**src/rtl/sqrt_csel_adder.sv**
```systemverilog
module sqrt_csel_adder #(
  parameter int WIDTH = 16,
  parameter int MODE  = 2
) (
  input  logic [WIDTH-1:0] a_i,
  input  logic [WIDTH-1:0] b_i,
  input  logic             carry_i,
  output logic [WIDTH-1:0] sum_o,
  output logic             carry_o
);

  localparam int SECTIONS = (WIDTH == 8) ? 1 : WIDTH / 16;
  localparam int NGRP     = (WIDTH == 8) ? 4 : 5 * SECTIONS;

  function automatic int grp_lo(input int g);
    int off;
    if (WIDTH == 8) begin
      case (g)
        0: off = 0;
        1: off = 2;
        2: off = 4;
        default: off = 7;
      endcase
      return off;
    end
    case (g % 5)
      0: off = 0;
      1: off = 2;
      2: off = 4;
      3: off = 7;
      default: off = 11;
    endcase
    return 16 * (g / 5) + off;
  endfunction

  function automatic int grp_w(input int g);
    if (WIDTH == 8) begin
      case (g)
        0, 1: return 2;
        2: return 3;
        default: return 1;
      endcase
    end
    case (g % 5)
      0, 1: return 2;
      2: return 3;
      3: return 4;
      default: return 5;
    endcase
  endfunction

  function automatic bit grp_plain(input int g);
    if (WIDTH == 8) return (g == 0) || (g == 3);
    return (g % 5) == 0;
  endfunction

  logic [NGRP:0] gc;
  assign gc[0]   = carry_i;
  assign carry_o = gc[NGRP];

  for (genvar g = 0; g < NGRP; g++) begin : g_grp
    localparam int LO = grp_lo(g);
    localparam int W  = grp_w(g);
    localparam bit PL = grp_plain(g);

    logic [W-1:0] ga, gb, gsum;
    logic         gco;

    assign ga = a_i[LO +: W];
    assign gb = b_i[LO +: W];
    assign sum_o[LO +: W] = gsum;
    assign gc[g+1] = gco;

    if (PL) begin : g_plain
      always_comb begin : p_rip
        logic c;
        c = gc[g];
        for (int i = 0; i < W; i++) begin
          gsum[i] = ga[i] ^ gb[i] ^ c;
          c = (ga[i] & gb[i]) | (c & (ga[i] ^ gb[i]));
        end
        gco = c;
      end
    end else if (MODE == 2) begin : g_shared
      always_comb begin : p_shr
        logic c, p, cp0, cp1;
        c = gc[g];
        for (int i = 0; i < W; i++) begin
          p   = ga[i] ^ gb[i];
          cp0 = ga[i] & gb[i];
          cp1 = ga[i] | gb[i];
          gsum[i] = c ? ~p : p;
          c = c ? cp1 : cp0;
        end
        gco = c;
      end

      always_comb begin : p_chk_bit
        logic c, nx;
        c = gc[g];
        for (int i = 0; i < W; i++) begin
          nx = (i == W - 1) ? gco : 1'b0;
          if (i < W - 1) nx = (ga[i+1] ^ gb[i+1]) ^ gsum[i+1];
          // carry entering the next bit is the majority of a, b and carry
          assert_shared_carry_R6: assert (nx == ((ga[i] & gb[i]) | (ga[i] & c) | (gb[i] & c)))
            else $error("shared carry mismatch group %0d bit %0d", g, i);
          c = nx;
        end
      end
    end else begin : g_select
      logic [W-1:0] s0, s1;
      logic         co0, co1;

      always_comb begin : p_rip0
        logic c;
        c = 1'b0;
        for (int i = 0; i < W; i++) begin
          s0[i] = ga[i] ^ gb[i] ^ c;
          c = (ga[i] & gb[i]) | (c & (ga[i] ^ gb[i]));
        end
        co0 = c;
      end

      if (MODE == 0) begin : g_dup
        always_comb begin : p_rip1
          logic c;
          c = 1'b1;
          for (int i = 0; i < W; i++) begin
            s1[i] = ga[i] ^ gb[i] ^ c;
            c = (ga[i] & gb[i]) | (c & (ga[i] ^ gb[i]));
          end
          co1 = c;
        end
      end else begin : g_exc
        always_comb begin : p_inc
          logic [W:0] r, x;
          logic run;
          r   = {co0, s0};
          run = 1'b1;
          for (int i = 0; i <= W; i++) begin
            x[i] = r[i] ^ run;
            run  = run & r[i];
          end
          s1  = x[W-1:0];
          co1 = x[W];
        end
      end

      assign gsum = gc[g] ? s1 : s0;
      assign gco  = gc[g] ? co1 : co0;

      always_comb begin
        // carry-in-of-1 candidate is the carry-in-of-0 candidate plus one
        assert_alt_plus_one_R5: assert ({co1, s1} == {co0, s0} + (W+1)'(1))
          else $error("carry-1 candidate wrong in group %0d", g);
      end
    end

    always_comb begin
      // every group adds its slice with its incoming carry
      assert_group_sum_R2: assert ({gco, gsum} == (W+1)'(ga) + (W+1)'(gb) + (W+1)'(gc[g]))
        else $error("group %0d sum mismatch", g);
    end
  end

  always_comb begin
    // whole result including the top carry
    assert_total_R1: assert ({carry_o, sum_o} == (WIDTH+1)'(a_i) + (WIDTH+1)'(b_i) + (WIDTH+1)'(carry_i))
      else $error("total sum mismatch");
  end

endmodule

```
**config.mk**
```make
export PLATFORM = sky130hd
export DESIGN_NAME = sqrt_csel_adder
export DESIGN_NICKNAME = d
export VERILOG_FILES = /design/src/rtl/sqrt_csel_adder.sv
export SDC_FILE = /design/constraint.sdc
export NUM_CORES = 1
export LEC_CHECK = 0
export BUFFER_PORTS_ARGS = -buffer_cell sky130_fd_sc_hd__buf_2
export CAP_MARGIN = 20
export CORE_MARGIN = 2
export CORE_UTILIZATION = 56
export DETAILED_ROUTE_END_ITERATION = 6
export PLACE_DENSITY = 0.91
export SYNTH_ARGS = -nofsm -noshare
export SYNTH_HDL_FRONTEND = slang
export SYNTH_SLANG_ARGS = --single-unit
```
**constraint.sdc**
```tcl
create_clock -name vclk -period 5.5
set_input_delay 0.55 -clock vclk [all_inputs]
set_output_delay 0.55 -clock vclk [all_outputs]
set_load 0.01 [all_outputs]
```
==> impl_summary.md <==
Pwr
Combinational logic is responsible for 100.0% of the overall power. The standby leakage power is 0.8806 nW. The clock network fraction of design power is 0%. Net switching is 52.92% of the power. Cell internal power was estimated by the tool at 0.00008481 W. The power density over the cells is 121.3 nW/um^2.

The maximum resistive drop on vdd is 0.07506 mV. The portion of total power attributed to sequential cells is 0%. The switching power is 0.00009533 W.

Synth
The Yosys step of the flow raised 0 warnings. The largest area contributor in the synthesized netlist is sky130_fd_sc_hd__ha_1. The instance count of the mapped netlist is 167.

After synthesis, the netlist uses 37 different library cells. The proportion of synthesized chip area in sequential cells is 0%. In this run the mean area of a mapped cell was 7.193 um^2. In the post-synthesis netlist, the biggest area contributors are sky130_fd_sc_hd__ha_1 29%, sky130_fd_sc_hd__inv_1 11%, sky130_fd_sc_hd__xnor2_1 6.6%. The number of nets handed over by synthesis was 230.

The netlist area before placement is 1201 um^2. In this run the biggest area consumer among cell types represents 29.17% of the synthesized area.

Setup path
The critical path endpoint category is a primary output. The most critical setup path has its startpoint at a_i[0]. Walking the worst path, the cells encountered are buf_2 > fa_1 > inv_1 > fa_1 > and2b_2 > nor2_2 > a311o_1 > o21a_2 > nor2_4 > mux2i_1 > mux2i_1 > xnor2_1 > buf_2. The type of origin of the critical path is an input port.

The required time of the critical path is 4.95 ns. The largest single stage delay on the critical path is 0.40 ns. The setup path with the least slack is of type input port to primary output.

For this design, the slowest cell found on the critical path is sky130_fd_sc_hd__fa_1. Along the worst path, the maximum fanout reaches 5. STA puts the critical path data arrival time at 3.33 ns.

Timing
The post-route fraction of the period consumed by the critical path is 70.58%. The max-slew violation count is 0. Setup repair after global routing left no endpoint under its margin. In this run the tightest slew margin relative to its limit is 73.27%.

Derived from the worst setup path, the maximum achievable clock frequency is 257.6 MHz. For the pin with the worst max-slew slack, the measured transition is 0.3992 ns. The total negative setup slack is 0 ns. The worst path needs 3.882 ns of the cycle, external delays included. Across all hold checks on the routed design, the worst slack comes to 1.449 ns.

The number of failing hold endpoints at the final stage is 0. After layout, the worst setup slack is 1.618 ns. The setup violation total in the final timing report is 0.

GRT
The via count of the first global-routing pass is 1096. The first global-routing pass estimated 4050 um of wire. For this run, the total global-route usage over all layers was measured as 19.20%. The total congestion overflow is 0. The maximum number of pins on one net before global-route repair is 6. The initial antenna violation count is 0.

Route
The first TritonRoute pass finished after 4 iterations. The detail route stage leaves a number of antenna-violating nets equal to 0. In the routed design, unresolved DRC markers number 0.

Wires add up to 2391 um. Across all layers, the routed design uses 1258 vias. The routed wire length per instance is 9.799 um. Using the TritonRoute via totals, the vias-per-cell ratio works out to 5.156. After the first detailed-routing iteration, the DRC count stood at 19.

Layout
After filler insertion, the fill cell instance count of the layout stands at 170. The fraction of the core area covered by cells at the end of the flow is 74.19%. The area growth from synthesis to layout is 23.65%. The count of clock-net buffers in the final layout is 0. Once layout is complete, the cells apart from fillers number 244. The fraction of final layout cells sized beyond drive strength 1 is 26.27%. In the final layout, the multi-input gates occupy 1066 um^2.

Summing all flip-flop and latch instances after layout gives 0 um^2. The total number of nets in the final design is 282. The repair_antennas step left the layout with diodes totalling 0. The number of flip-flops and latches is 0.

Floorplan
The floorplan row count is 16. The overall die height is 50.32 um. The starting utilization of the core area is 60.00%. The region available for standard cell placement spans 2002 um^2. Pin placement for this block handled 50 I/O pins.

The width of the die is 50.32 um. The die covers 2532 um^2.

Placed design
The placed cell count is 244. Prior to clock tree synthesis, the placed netlist has a worst setup slack of 1.608 ns. The count of input and output buffers is 50. The routability congestion estimate from global placement is 0.7979.

The half-perimeter wire length after placement is 2205 um.

Clock tree
Hold repair after CTS inserted 0 buffers. Buffers added to address setup during post-CTS repair amount to 0. Gates resized during post-CTS repair numbered 0.

Status
The run finished with clean final reports.

Flow run
The number of max-cap violations is 0.

Min path
In this run the worst hold path is classified as input port to primary output. The source of the worst hold timing path is carry_i.
[kinds of logic after synthesis]
family | synth area share, %
XOR/XNOR | 9.479
AND/OR/NAND/NOR | 26.25
buffers and inverters | 11.25
multiplexers | 5.000
AO/OA/AOI/OAI | 15.52
adder cells (fa/ha/maj) | 32.50
[routing by layer]
metal	global-route usage, %	up-vias	share of wire [%]
li1	-	653	-
met1	23.51	558	44
met2	38.82	47	50
met3	0.2976	0	6.1
met4	0.4505	0	0
met5	0	-	0
[worst max-delay path, delay by kind of cell]
kind / cells / cell delay (ns)
xor gates and xnor gates: 1 / 0.15
and+or+nand+nor: 3 / 0.43
muxes: 2 / 0.60
adders and majority gates: 2 / 0.64
AOI/OAI and AO/OA: 2 / 0.63
buffers and inverters: 3 / 0.33
[worst paths after layout]
path        end  slack, ns  cells after the start
min    sum_o[0]       1.45                      3
max   sum_o[13]       1.62                     13
[area by class of cell]
cell class	instances	area share (%)
Inverter	36	9.099
Multi-Input combinational cell	131	71.78
Tap cell	27	2.275
Timing Repair Buffer	50	16.85
[cells in the mapped netlist (2+ instances only)]
master                     instances
sky130_fd_sc_hd__nor2_1           14
sky130_fd_sc_hd__a21oi_1           2
sky130_fd_sc_hd__and2_1            6
sky130_fd_sc_hd__a211oi_1          3
sky130_fd_sc_hd__ha_1             28
sky130_fd_sc_hd__mux2i_1           6
sky130_fd_sc_hd__or3_1             2
sky130_fd_sc_hd__o21ai_0           3
sky130_fd_sc_hd__inv_1            36
sky130_fd_sc_hd__nand3b_1          2
sky130_fd_sc_hd__and2b_2           2
sky130_fd_sc_hd__o22ai_1           5
sky130_fd_sc_hd__nor2b_1           5
sky130_fd_sc_hd__a211o_1           2
sky130_fd_sc_hd__nor3b_1           2
sky130_fd_sc_hd__fa_1              2
sky130_fd_sc_hd__xor2_1            4
sky130_fd_sc_hd__xnor2_1           9
sky130_fd_sc_hd__nor3_1            3
sky130_fd_sc_hd__o211ai_1          4
sky130_fd_sc_hd__nand2_1           9
sky130_fd_sc_hd__nand3_1           3
[through the flow]
stage / instance area, um^2 / total power [W]
3_3_place_gp: 1485 / 0.0001772
5_1_grt: 1485 / 0.0001995
4_1_cts: 1485 / 0.0001817
6_report: 1485 / 0.0001801
2_1_floorplan: 1201 / 0.0001213
3_5_place_dp: 1485 / 0.0001808
[power groups by stage]
stage                     combinational, W  sequential (W)  clock [W]
after floorplan                   0.000121               0          0
after global placement            0.000177               0          0
after CTS                         0.000182               0          0
final                             0.000180               0          0
after global routing              0.000200               0          0
after detailed placement          0.000181               0          0
[cell usage in the layout, fill, tap and decap left out, types with 2 or more instances in the layout]
cell type	n
sky130_fd_sc_hd__buf_2	50
sky130_fd_sc_hd__inv_1	36
sky130_fd_sc_hd__ha_1	28
sky130_fd_sc_hd__nor2_1	14
sky130_fd_sc_hd__nand2_1	9
sky130_fd_sc_hd__xnor2_1	9
sky130_fd_sc_hd__and2_1	6
sky130_fd_sc_hd__mux2i_1	6
sky130_fd_sc_hd__o22ai_1	5
sky130_fd_sc_hd__nor2b_1	5
sky130_fd_sc_hd__o211ai_1	4
sky130_fd_sc_hd__xor2_1	4
sky130_fd_sc_hd__nor3_1	3
sky130_fd_sc_hd__o21ai_0	3
sky130_fd_sc_hd__a211oi_1	3
sky130_fd_sc_hd__nand3_1	3
sky130_fd_sc_hd__or3_1	2
sky130_fd_sc_hd__nor3b_1	2
sky130_fd_sc_hd__and2b_2	2
sky130_fd_sc_hd__nand3b_1	2
sky130_fd_sc_hd__a211o_1	2
sky130_fd_sc_hd__a21oi_1	2
sky130_fd_sc_hd__fa_1	2
Power figures use the tool's default switching activity.
